===== config.mk =====
export PLATFORM = sky130hd
export DESIGN_NAME = exc_entry_seq
export DESIGN_NICKNAME = d
export VERILOG_FILES = /design/src/rtl/exc_seq_pkg.sv /design/src/rtl/exc_vector_calc.sv /design/src/rtl/exc_gpr_bank.sv /design/src/rtl/exc_entry_seq.sv
export SDC_FILE = /design/constraint.sdc
export NUM_CORES = 2
export LEC_CHECK = 0
export CAP_MARGIN = 20
export CORE_AREA = 2 2 369 371
export CTS_BUF_LIST = sky130_fd_sc_hd__clkbuf_8
export DETAILED_ROUTE_END_ITERATION = 16
export DIE_AREA = 0 0 371 373
export MAX_ROUTING_LAYER = met4
export PLACE_DENSITY = 0.65
export SKIP_LAST_GASP = 1
export SYNTH_ARGS = -nofsm -noshare
export SYNTH_HDL_FRONTEND = slang
export SYNTH_SLANG_ARGS = --single-unit

===== constraint.sdc =====
create_clock -name clk -period 3.9 [get_ports clk]
set_input_delay 0.975 -clock clk [delete_from_list [all_inputs] [get_ports clk]]
set_output_delay 0.975 -clock clk [all_outputs]
set_load 0.01 [all_outputs]

===== src/rtl/exc_seq_pkg.sv =====
package exc_seq_pkg;

    typedef enum logic [1:0] {
        EV_GENERAL = 2'd0,
        EV_TLB     = 2'd1,
        EV_TRAP    = 2'd2,
        EV_ALT     = 2'd3
    } ev_kind_e;

    // Status word bit positions that other logic decodes
    localparam int SR_T_BIT  = 0;
    localparam int SR_S_BIT  = 1;
    localparam int SR_Q_BIT  = 8;
    localparam int SR_M_BIT  = 9;
    localparam int SR_BL_BIT = 28;
    localparam int SR_RB_BIT = 29;
    localparam int SR_MD_BIT = 30;

endpackage


===== src/rtl/exc_vector_calc.sv =====
module exc_vector_calc
    import exc_seq_pkg::*;
#(
    parameter int          XLEN      = 32,
    parameter int          CODE_W    = 12,
    parameter int unsigned OFS_GEN   = 'h100,
    parameter int unsigned OFS_TLB   = 'h400,
    parameter int unsigned OFS_IRQ   = 'h600,
    parameter int unsigned TRAP_CODE = 'h160
) (
    input  logic              exc_valid,
    input  logic [1:0]        exc_kind,
    input  logic [CODE_W-1:0] exc_code,
    input  logic [CODE_W-1:0] exc_slot_code,
    input  logic              in_slot,
    input  logic              irq_valid,
    input  logic [CODE_W-1:0] irq_code,
    input  logic [XLEN-1:0]   vbr,
    output logic              take,
    output logic              take_irq,
    output logic              take_trap,
    output logic [XLEN-1:0]   target,
    output logic [CODE_W-1:0] code
);

    logic [CODE_W-1:0] fault_code;

    assign fault_code = in_slot ? exc_slot_code : exc_code;

    always_comb begin
        take      = 1'b0;
        take_irq  = 1'b0;
        take_trap = 1'b0;
        target    = vbr;
        code      = '0;
        if (exc_valid) begin
            take = 1'b1;
            unique case (ev_kind_e'(exc_kind))
                EV_TLB: begin
                    target = vbr + XLEN'(OFS_TLB);
                    code   = fault_code;
                end
                EV_TRAP: begin
                    take_trap = 1'b1;
                    target    = vbr + XLEN'(OFS_GEN);
                    code      = CODE_W'(TRAP_CODE);
                end
                default: begin
                    target = vbr + XLEN'(OFS_GEN);
                    code   = fault_code;
                end
            endcase
        end else if (irq_valid) begin
            take     = 1'b1;
            take_irq = 1'b1;
            target   = vbr + XLEN'(OFS_IRQ);
            code     = irq_code;
        end
    end

endmodule


===== src/rtl/exc_gpr_bank.sv =====
module exc_gpr_bank #(
    parameter int XLEN = 32,
    parameter int NLO  = 8,
    parameter int NHI  = 8,
    localparam int NREG = NLO + NHI,
    localparam int AW   = $clog2(NREG)
) (
    input  logic            clk,
    input  logic            rst_n,
    input  logic            we,
    input  logic [AW-1:0]   waddr,
    input  logic [XLEN-1:0] wdata,
    input  logic            rb,
    input  logic [AW-1:0]   raddr,
    output logic [XLEN-1:0] rdata,
    output logic [XLEN-1:0] r_top
);

    logic [XLEN-1:0] vis [NREG];

    // Low registers: two copies each, picked by the bank-select bit
    for (genvar g = 0; g < NLO; g++) begin : g_lo
        logic [XLEN-1:0] b0_q, b1_q;
        logic [XLEN-1:0] b0_d, b1_d;
        logic            hit;

        assign hit = we && (waddr == AW'(g));

        always_comb begin
            b0_d = b0_q;
            b1_d = b1_q;
            if (hit && !rb) b0_d = wdata;
            if (hit &&  rb) b1_d = wdata;
        end

        always_ff @(posedge clk or negedge rst_n) begin
            if (!rst_n) begin
                b0_q <= '0;
                b1_q <= '0;
            end else begin
                b0_q <= b0_d;
                b1_q <= b1_d;
            end
        end

        assign vis[g] = rb ? b1_q : b0_q;
    end

    // High registers: one shared copy
    for (genvar g = 0; g < NHI; g++) begin : g_hi
        logic [XLEN-1:0] h_q, h_d;

        assign h_d = (we && (waddr == AW'(NLO + g))) ? wdata : h_q;

        always_ff @(posedge clk or negedge rst_n) begin
            if (!rst_n) h_q <= '0;
            else        h_q <= h_d;
        end

        assign vis[NLO + g] = h_q;
    end

    assign rdata = vis[raddr];
    assign r_top = vis[NREG-1];

endmodule


===== src/rtl/exc_entry_seq.sv =====
module exc_entry_seq
    import exc_seq_pkg::*;
#(
    parameter int          XLEN         = 32,
    parameter int          CODE_W       = 12,
    parameter int          NLO          = 8,
    parameter int          NHI          = 8,
    parameter int unsigned OFS_GEN      = 'h100,
    parameter int unsigned OFS_TLB      = 'h400,
    parameter int unsigned OFS_IRQ      = 'h600,
    parameter int unsigned TRAP_CODE    = 'h160,
    parameter int unsigned RESET_PC     = 'hA000_0000,
    parameter int unsigned RESET_FPSCR  = 'h0004_0001,
    parameter int unsigned RESET_EXPEVT = 'h000,
    localparam int AW = $clog2(NLO + NHI)
) (
    input  logic              clk,
    input  logic              rst_n,
    input  logic              exc_valid,
    input  logic [1:0]        exc_kind,
    input  logic [CODE_W-1:0] exc_code,
    input  logic [CODE_W-1:0] exc_slot_code,
    input  logic [7:0]        trap_imm,
    input  logic              irq_valid,
    input  logic [CODE_W-1:0] irq_code,
    input  logic              slot_set,
    input  logic              pc_we,
    input  logic [XLEN-1:0]   pc_wdata,
    input  logic              sr_we,
    input  logic [XLEN-1:0]   sr_wdata,
    input  logic              flag_we,
    input  logic [3:0]        flag_wdata,
    input  logic              vbr_we,
    input  logic [XLEN-1:0]   vbr_wdata,
    input  logic              gpr_we,
    input  logic [AW-1:0]     gpr_waddr,
    input  logic [XLEN-1:0]   gpr_wdata,
    input  logic [AW-1:0]     gpr_raddr,
    output logic [XLEN-1:0]   pc_o,
    output logic [XLEN-1:0]   npc_o,
    output logic [XLEN-1:0]   sr_o,
    output logic [XLEN-1:0]   ssr_o,
    output logic [XLEN-1:0]   spc_o,
    output logic [XLEN-1:0]   sgr_o,
    output logic [XLEN-1:0]   vbr_o,
    output logic [XLEN-1:0]   fpscr_o,
    output logic [CODE_W-1:0] expevt_o,
    output logic [CODE_W-1:0] intevt_o,
    output logic [XLEN-1:0]   tra_o,
    output logic              in_slot_o,
    output logic [XLEN-1:0]   gpr_rdata
);

    localparam logic [XLEN-1:0] FLAG_MASK = XLEN'((1 << SR_T_BIT) | (1 << SR_S_BIT) |
                                                  (1 << SR_Q_BIT) | (1 << SR_M_BIT));
    localparam logic [XLEN-1:0] ENTRY_SET = XLEN'((1 << SR_MD_BIT) | (1 << SR_BL_BIT) |
                                                  (1 << SR_RB_BIT));

    // flg bit 0 T, 1 S, 2 M, 3 Q; sr holds the status word with flag bits at zero
    typedef struct packed {
        logic [XLEN-1:0]   pc;
        logic [XLEN-1:0]   npc;
        logic [XLEN-1:0]   vbr;
        logic [XLEN-1:0]   fpscr;
        logic [XLEN-1:0]   sr;
        logic [3:0]        flg;
        logic [XLEN-1:0]   ssr;
        logic [XLEN-1:0]   spc;
        logic [XLEN-1:0]   sgr;
        logic [XLEN-1:0]   tra;
        logic [CODE_W-1:0] expevt;
        logic [CODE_W-1:0] intevt;
        logic              slot;
    } seq_state_t;

    seq_state_t st_q, st_d;

    logic              take, take_irq, take_trap;
    logic [XLEN-1:0]   target;
    logic [CODE_W-1:0] code;
    logic [XLEN-1:0]   sr_rd;
    logic [XLEN-1:0]   r15;

    exc_vector_calc #(
        .XLEN(XLEN), .CODE_W(CODE_W), .OFS_GEN(OFS_GEN), .OFS_TLB(OFS_TLB),
        .OFS_IRQ(OFS_IRQ), .TRAP_CODE(TRAP_CODE)
    ) u_vec (
        .exc_valid    (exc_valid),
        .exc_kind     (exc_kind),
        .exc_code     (exc_code),
        .exc_slot_code(exc_slot_code),
        .in_slot      (st_q.slot),
        .irq_valid    (irq_valid),
        .irq_code     (irq_code),
        .vbr          (st_q.vbr),
        .take         (take),
        .take_irq     (take_irq),
        .take_trap    (take_trap),
        .target       (target),
        .code         (code)
    );

    exc_gpr_bank #(
        .XLEN(XLEN), .NLO(NLO), .NHI(NHI)
    ) u_gpr (
        .clk  (clk),
        .rst_n(rst_n),
        .we   (gpr_we && !take),
        .waddr(gpr_waddr),
        .wdata(gpr_wdata),
        .rb   (st_q.sr[SR_RB_BIT]),
        .raddr(gpr_raddr),
        .rdata(gpr_rdata),
        .r_top(r15)
    );

    // Merge the separately held flags into the visible status word
    always_comb begin
        sr_rd            = st_q.sr;
        sr_rd[SR_T_BIT]  = st_q.flg[0];
        sr_rd[SR_S_BIT]  = st_q.flg[1];
        sr_rd[SR_M_BIT]  = st_q.flg[2];
        sr_rd[SR_Q_BIT]  = st_q.flg[3];
    end

    always_comb begin
        st_d = st_q;
        if (take) begin
            st_d.spc = st_q.pc;
            st_d.ssr = sr_rd;
            st_d.sgr = r15;
            st_d.pc  = target;
            st_d.npc = target + XLEN'(2);
            st_d.sr  = (sr_rd | ENTRY_SET) & ~FLAG_MASK;
            if (take_irq) begin
                st_d.intevt = code;
            end else begin
                st_d.expevt = code;
                st_d.slot   = 1'b0;
            end
            if (take_trap) begin
                st_d.tra = XLEN'({trap_imm, 2'b00});
            end
        end else begin
            if (pc_we) begin
                st_d.pc  = pc_wdata;
                st_d.npc = pc_wdata + XLEN'(2);
            end
            if (sr_we) begin
                st_d.sr  = sr_wdata & ~FLAG_MASK;
                st_d.flg = {sr_wdata[SR_Q_BIT], sr_wdata[SR_M_BIT],
                            sr_wdata[SR_S_BIT], sr_wdata[SR_T_BIT]};
            end
            if (flag_we) begin
                st_d.flg = flag_wdata;
            end
            if (vbr_we) begin
                st_d.vbr = vbr_wdata;
            end
            if (slot_set) begin
                st_d.slot = 1'b1;
            end
        end
    end

    always_ff @(posedge clk or negedge rst_n) begin
        if (!rst_n) begin
            st_q        <= '0;
            st_q.pc     <= XLEN'(RESET_PC);
            st_q.npc    <= XLEN'(RESET_PC) + XLEN'(2);
            st_q.fpscr  <= XLEN'(RESET_FPSCR);
            st_q.expevt <= CODE_W'(RESET_EXPEVT);
        end else begin
            st_q <= st_d;
        end
    end

    assign pc_o      = st_q.pc;
    assign npc_o     = st_q.npc;
    assign sr_o      = sr_rd;
    assign ssr_o     = st_q.ssr;
    assign spc_o     = st_q.spc;
    assign sgr_o     = st_q.sgr;
    assign vbr_o     = st_q.vbr;
    assign fpscr_o   = st_q.fpscr;
    assign expevt_o  = st_q.expevt;
    assign intevt_o  = st_q.intevt;
    assign tra_o     = st_q.tra;
    assign in_slot_o = st_q.slot;

endmodule


### Word-level counts from Yosys, hierarchy flattened

Cells that the tools add are included.

| cells by class | value |
|---|---|
| $add $sub $neg | 5 |
| order comparisons | 1 |
| eq/ne operators | 18 |
| muxes and demuxes | 31 |
| bitwise gates (word level) | 3 |
| reductions and logical operators | 47 |

Operator list:

| operator | number |
|---|---|
| 32-bit 2-to-1 mux | 13 |
| 32-bit binary-select mux with 4-bit select | 1 |
| 64-bit 2-to-1 mux | 2 |
| 32-bit by 11-bit adder with 32-bit output, second input constant | 2 |
| 32-bit by 2-bit adder with 32-bit output, second input constant | 2 |
| 12-bit 2-to-1 mux | 4 |
| 35-bit 2-to-1 mux | 1 |
| 1-bit logical AND | 33 |
| 32-bit by 9-bit adder with 32-bit output, second input constant | 1 |
| 4-bit equality test, second input constant | 8 |
| 31-bit 2-to-1 mux | 1 |
| 4-bit by 3-bit equality test with 1-bit output, second input constant | 4 |
| 2-bit AND reduction | 7 |
| 4-bit by 2-bit equality test with 1-bit output, second input constant | 2 |
| 1-bit 2-to-1 mux | 8 |
| 2-bit nonzero test | 4 |
| 5-bit >= comparator, second input constant | 1 |
| 4-bit NOT with 5-bit output | 1 |
| 4-bit by 1-bit equality test with 1-bit output, second input constant | 1 |
| 4-bit zero test | 1 |
| 4-bit 2-to-1 mux | 1 |
| 2-bit by 1-bit equality test with 1-bit output, second input constant | 1 |
| 2-bit equality test, second input constant | 1 |
| 1-bit zero test | 2 |
| 2 further kinds | 3 |

| storage, ports and cells | value |
|---|---|
| register bits after elaboration | 1029 |
| bits of input ports | 196 |
| output and inout port bits | 345 |
| word-level logic and storage cells | 142 |

### Depth between registers and ports, before layout

| depth | value |
|---|---|
| depth in word-level cells | 6 |
| gate-level depth with buffers | 16 |
| depth with buffers taken out | 11 |

### Cells and area by module

A second synthesis with hierarchy kept.

| unflattened totals | value |
|---|---|
| cells, all modules | 3511 |
| area total of the unflattened synthesis | 47907.2 um^2 |

By module, submodules not included:

| module | times used | cells each | area each (um^2) | seq. area each (um^2) |
|---|---|---|---|---|
| exc_gpr_bank | 1 | 2455 | 35393.9 | 19218.4 |
| exc_entry_seq | 1 | 912 | 11492.3 | 6412.4 |
| exc_vector_calc | 1 | 144 | 1021.0 | 0.0 |

### Least setup slack after synthesis

No wires, ideal clock.

| timing path | value |
|---|---|
| kind | input-to-reg |
| from | input port irq_valid |
| to | register st_q (netlist bit npc_o[29]) |
| setup time | 0.077 ns |
| data arrival time | 4.698 ns |
| required time | 3.823 ns |
| path slack | -0.875 ns |
| cell stages on the path | 16 |
| buffers on the path | 5 |
| cells stage by stage | buf_2 -> nor2_2 -> clkbuf_1 -> clkbuf_1 -> buf_1 -> buf_1 -> nand2_1 -> nand2_1 -> ha_1 -> o21a_1 -> o2111a_1 -> nor2b_1 -> nand4_1 -> or4_1 -> or4_1 -> a31oi_1 |

| between the ends | value |
|---|---|
| cells in the longest elaborated chain, start to end | 4 |
| elaborated cells on any way between the ends | 7 |
| those cells by class | add/sub: 1; mux: 5; reduce/logical: 1 |

Ends and longest elaborated chain:

| element | line | RTL |
|---|---|---|
| start: declaration | exc_entry_seq.sv:24 | `input logic irq_valid,` |
| 32-bit 2-to-1 mux | exc_vector_calc.sv:53 | `end else if (irq_valid) begin` |
| 32-bit 2-to-1 mux | exc_vector_calc.sv:36 | `if (exc_valid) begin` |
| 32-bit by 2-bit adder with 32-bit output | exc_entry_seq.sv:133 | `st_d.npc = target + XLEN'(2);` |
| 64-bit 2-to-1 mux | exc_entry_seq.sv:128 | `if (take) begin` |
| end signal: assignment | exc_entry_seq.sv:174 | `st_q <= st_d;` |
| end: declaration | exc_entry_seq.sv:76 | `seq_state_t st_q, st_d;` |

Several ways; a longest one is shown, not always the timed one.
A chain may end at the register's enable or synchronous reset.

### Worst setup path in the final report

| timing path | value |
|---|---|
| from | register st_q (netlist bit sr_o[29]) |
| to | output port gpr_rdata[23] |

| between the ends | value |
|---|---|
| cells in the longest elaborated chain, start to end | 4 |
| elaborated cells on any way between the ends | 11 |
| those cells by class | mux: 11 |

Ends and longest elaborated chain:

| element | line | RTL |
|---|---|---|
| 32-bit 2-to-1 mux | exc_gpr_bank.sv:46 | `assign vis[g] = rb ? b1_q : b0_q;` |
| 32-bit binary-select mux with 4-bit select * | exc_gpr_bank.sv:63 | `assign rdata = vis[raddr];` |
| 32-bit 2-to-1 mux (not written as such) * (2 in series) | exc_gpr_bank.sv:63 |  |
| end: declaration | exc_entry_seq.sv:51 | `output logic [XLEN-1:0] gpr_rdata` |

Every way passes the cells marked *; elsewhere a longest branch is shown, timed or not. The select of a mux whose other input is x is not followed.

==> qor.txt <==
drt drc = 0
Max clock buf depth = 3
clock root buffer = clkbuf_8
final hold violation count = 0
row cnt = 135
drt first pass iters = 6
largest area contributor in the netlist = dfrtp_1
failing checks = setup timing
initial antenna violation count = 22
Die X = 371 um
VDD IR max = 0.421 mV
Max-Slew Margin vs Limit = 0.393
EDFF count, synth = 0
Async SR Flop Fraction = 1.00
CTS HTree Levels = 4
routed vias/inst = 5.16
Setup violations, final = 32
Mean Syn Cell Area = 13.9 um2
critical path fanouts, max = 7
global-route wire length before repair = 210,000 um
synth warn = 0
post-synthesis cell count = 3,372
Psw = 7.65 mW
Reg power frac = 0.457
Clock Sinks = 1,024
WP data required = 2.92 ns
WP data arrival = 3.20 ns
PnR worst setup slack = -0.275 ns
Detail Route Antenna Nets = 0
die area = 138,000 um2
hold depth = 2
Syn-to-layout area delta = 27.9%
Sw Ratio = 0.275
worst clock skew = 0.0538 ns
CTS tree = built
Max-Cap Viols = 0
WL final = 140,000 um
Power Total = 27.8 mW
Synth cell types = 78
Synth top area share = 0.546
Final #Nets = 4,249
Static Leakage = 27.6 nW
Pins Over Slew Limit = 0
detailed placement HPWL = 92,800 um
FF+latch count, synth = 1,024
Worst Tran Pin Value = 0.908 ns
wire length per cell = 23.5 um
CP endpoint kind = output pin
Core ar. = 135,000 um2
Internal = 20.2 mW
cell area after synthesis = 46,700 um2
num ports = 541
Worst Reg-to-Reg Cells = 11
Fillers = 12,100
vias in the first global route = 31,900
combinational share of power = 0.181
share of layout cells above drive strength 1 = 0.417
PwrDens = 466 nW/um2
GR Util All Layers = 0.208
WS Path Type = register to output pin
RePlAce Congestion = 0.929
Startpoint Class = register
Peak Freq = 0.240 GHz
status = finished, violations left
CTS buffer count = 176
1st-iter DRT viols = 2,230
register area share after synthesis = 0.549
clock network fraction of design power = 0.362
Reg clk slew, reported paths = 0.06 ns
Initial Utilization = 0.347
Clock Latency Late Sink = 0.90 ns
port bufs = 484
Synth area leaders = dfrtp_1, mux2_2, mux4_2
Finished Core Util = 0.444
total gr overflow = 0
largest net degree at the start of global routing = 119
vias post-DR = 30,800
Period minus WS final = 4.17 ns
worst min path class = register to register
crit share post-route = 1.07
RSZ-0062 raised after global routing = true
die height = 373 um
ys flop type = dfrtp_1
## final timing paths
check,from,to,slack [ns]
min in group asynchronous,rst_n,expevt_o[1],0.60
worst min register to register,sgr_o[25],sgr_o[25],0.46
worst max-delay path,sr_o[29],gpr_rdata[23],-0.27
worst min-delay path,sgr_o[25],sgr_o[25],0.46
max in group asynchronous,rst_n,u_gpr.g_hi[0].h_q[25],2.11
worst max register to register,vbr_o[10],npc_o[29],0.44
## flip-flops by register name (all words and copies together) (netlist names)
signal           cells
expevt_o            12
in_slot_o            1
intevt_o            12
npc_o               31
pc_o                32
sgr_o               32
spc_o               32
sr_o                32
ssr_o               32
tra_o                8
u_gpr.g_hi.h_q     224
u_gpr.g_lo.b0_q    256
u_gpr.g_lo.b1_q    256
u_gpr.r_top         32
vbr_o               32
## cell usage after synthesis (8+ instances only)
| library cell | number |
|---|---|
| mux2_2 | 848 |
| nand2_1 | 425 |
| nand4_1 | 15 |
| buf_4 | 59 |
| nand3_1 | 29 |
| buf_1 | 67 |
| o21ai_0 | 45 |
| nor2b_1 | 8 |
| nor2_1 | 98 |
| o2bb2ai_1 | 10 |
| a31oi_1 | 17 |
| mux2i_1 | 56 |
| or4_1 | 8 |
| nor3_1 | 11 |
| o211ai_1 | 9 |
| xor2_1 | 12 |
| xnor2_1 | 16 |
| and4_1 | 8 |
| dfrtp_1 | 1019 |
| clkbuf_1 | 197 |
| or3_1 | 9 |
| mux4_2 | 224 |
| a21oi_1 | 50 |
## cells by family after synthesis
kind of cell / after synthesis / synth area share
AND/OR/NAND/NOR: 660 / 0.0615
XOR/XNOR: 28 / 0.00525
adder cells (fa/ha/maj): 6 / 0.00161
other: 2 / 0.000161
AO/OA/AOI/OAI: 186 / 0.0260
flip-flops: 1024 / 0.549
buffers and inverters: 337 / 0.0321
multiplexers: 1129 / 0.325
## cell type report
cell class	instances	area, um2	area share
Timing Repair Buffer	773	8060	0.135
Multi-Input combinational cell	2065	20100	0.337
Antenna cell	17	42.5	0.000712
Inverter	7	26.3	0.000440
Clock buffer	223	3070	0.0514
Sequential cell	1024	25600	0.429
Clock inverter	83	586	0.00980
Tap cell	1781	2230	0.0373
## per-layer routing
metal,vias up,GRT usage,part of all wire
li1,13500,-,-
met1,16200,0.269,0.43
met3,215,0.0455,0.058
met2,880,0.326,0.48
met4,0,0.0631,0.024
met5,-,-,0
## worst max-delay path, stage by stage, from the launching register on
cell     delay [ns]
dfrtp_4        0.51
buf_12         0.16
buf_12         0.16
buf_16         0.15
buf_8          0.12
mux4_2         0.42
mux4_2         0.49
nor2_4         0.13
a21oi_2        0.04
buf_2          0.15
## timing repair
item	in CTS	in global routing
pin swaps	4	17
setup buffers	23	11
hold buffers	1	0
endpoints found under the setup margin	32	32
endpoints found under the hold margin	28	0
gates resized for setup	167	56
cloned	11	2
## power groups by stage
| stage | Clock, mW | Combinational, mW | Sequential (mW) |
|---|---|---|---|
| after floorplan | 0 | 2.35 | 12.8 |
| after global placement | 0 | 4.91 | 12.8 |
| after detailed placement | 0 | 4.98 | 12.9 |
| after CTS | 10.4 | 5.03 | 12.7 |
| after global routing | 10.8 | 5.41 | 12.8 |
| final | 10.1 | 5.03 | 12.7 |
## cells in the final DEF, fill, tap and decap left out, drive strengths merged, types with 47 or more instances in the layout
master         instances
mux2i                 56
clkdlybuf4s50        447
o21ai                 47
clkbuf               225
conb                  56
inv                   65
nand2                425
dfrtp               1019
mux2                 849
mux4                 224
buf                  323
nor2                  99
a21oi                 50
## stage by stage
| stage | setup TNS [ns] | setup WS (ns) | hold slack [ns] | cell area (um2) | cells |
|---|---|---|---|---|---|
| after global placement | -4.19 | -0.335 | 0.448 | 55200 | 5604 |
| after global routing | -10.91 | -0.416 | 0.484 | 59800 | 5973 |
| after CTS | -12.20 | -0.500 | 0.467 | 59500 | 5945 |
| after detailed placement | -4.08 | -0.318 | 0.455 | 55200 | 5604 |
| final | -6.96 | -0.275 | 0.461 | 59800 | 5973 |
| after floorplan | 0 | 0.0547 | 0.457 | 47000 | 3426 |
No activity file was read; power rests on OpenSTA's default activity.
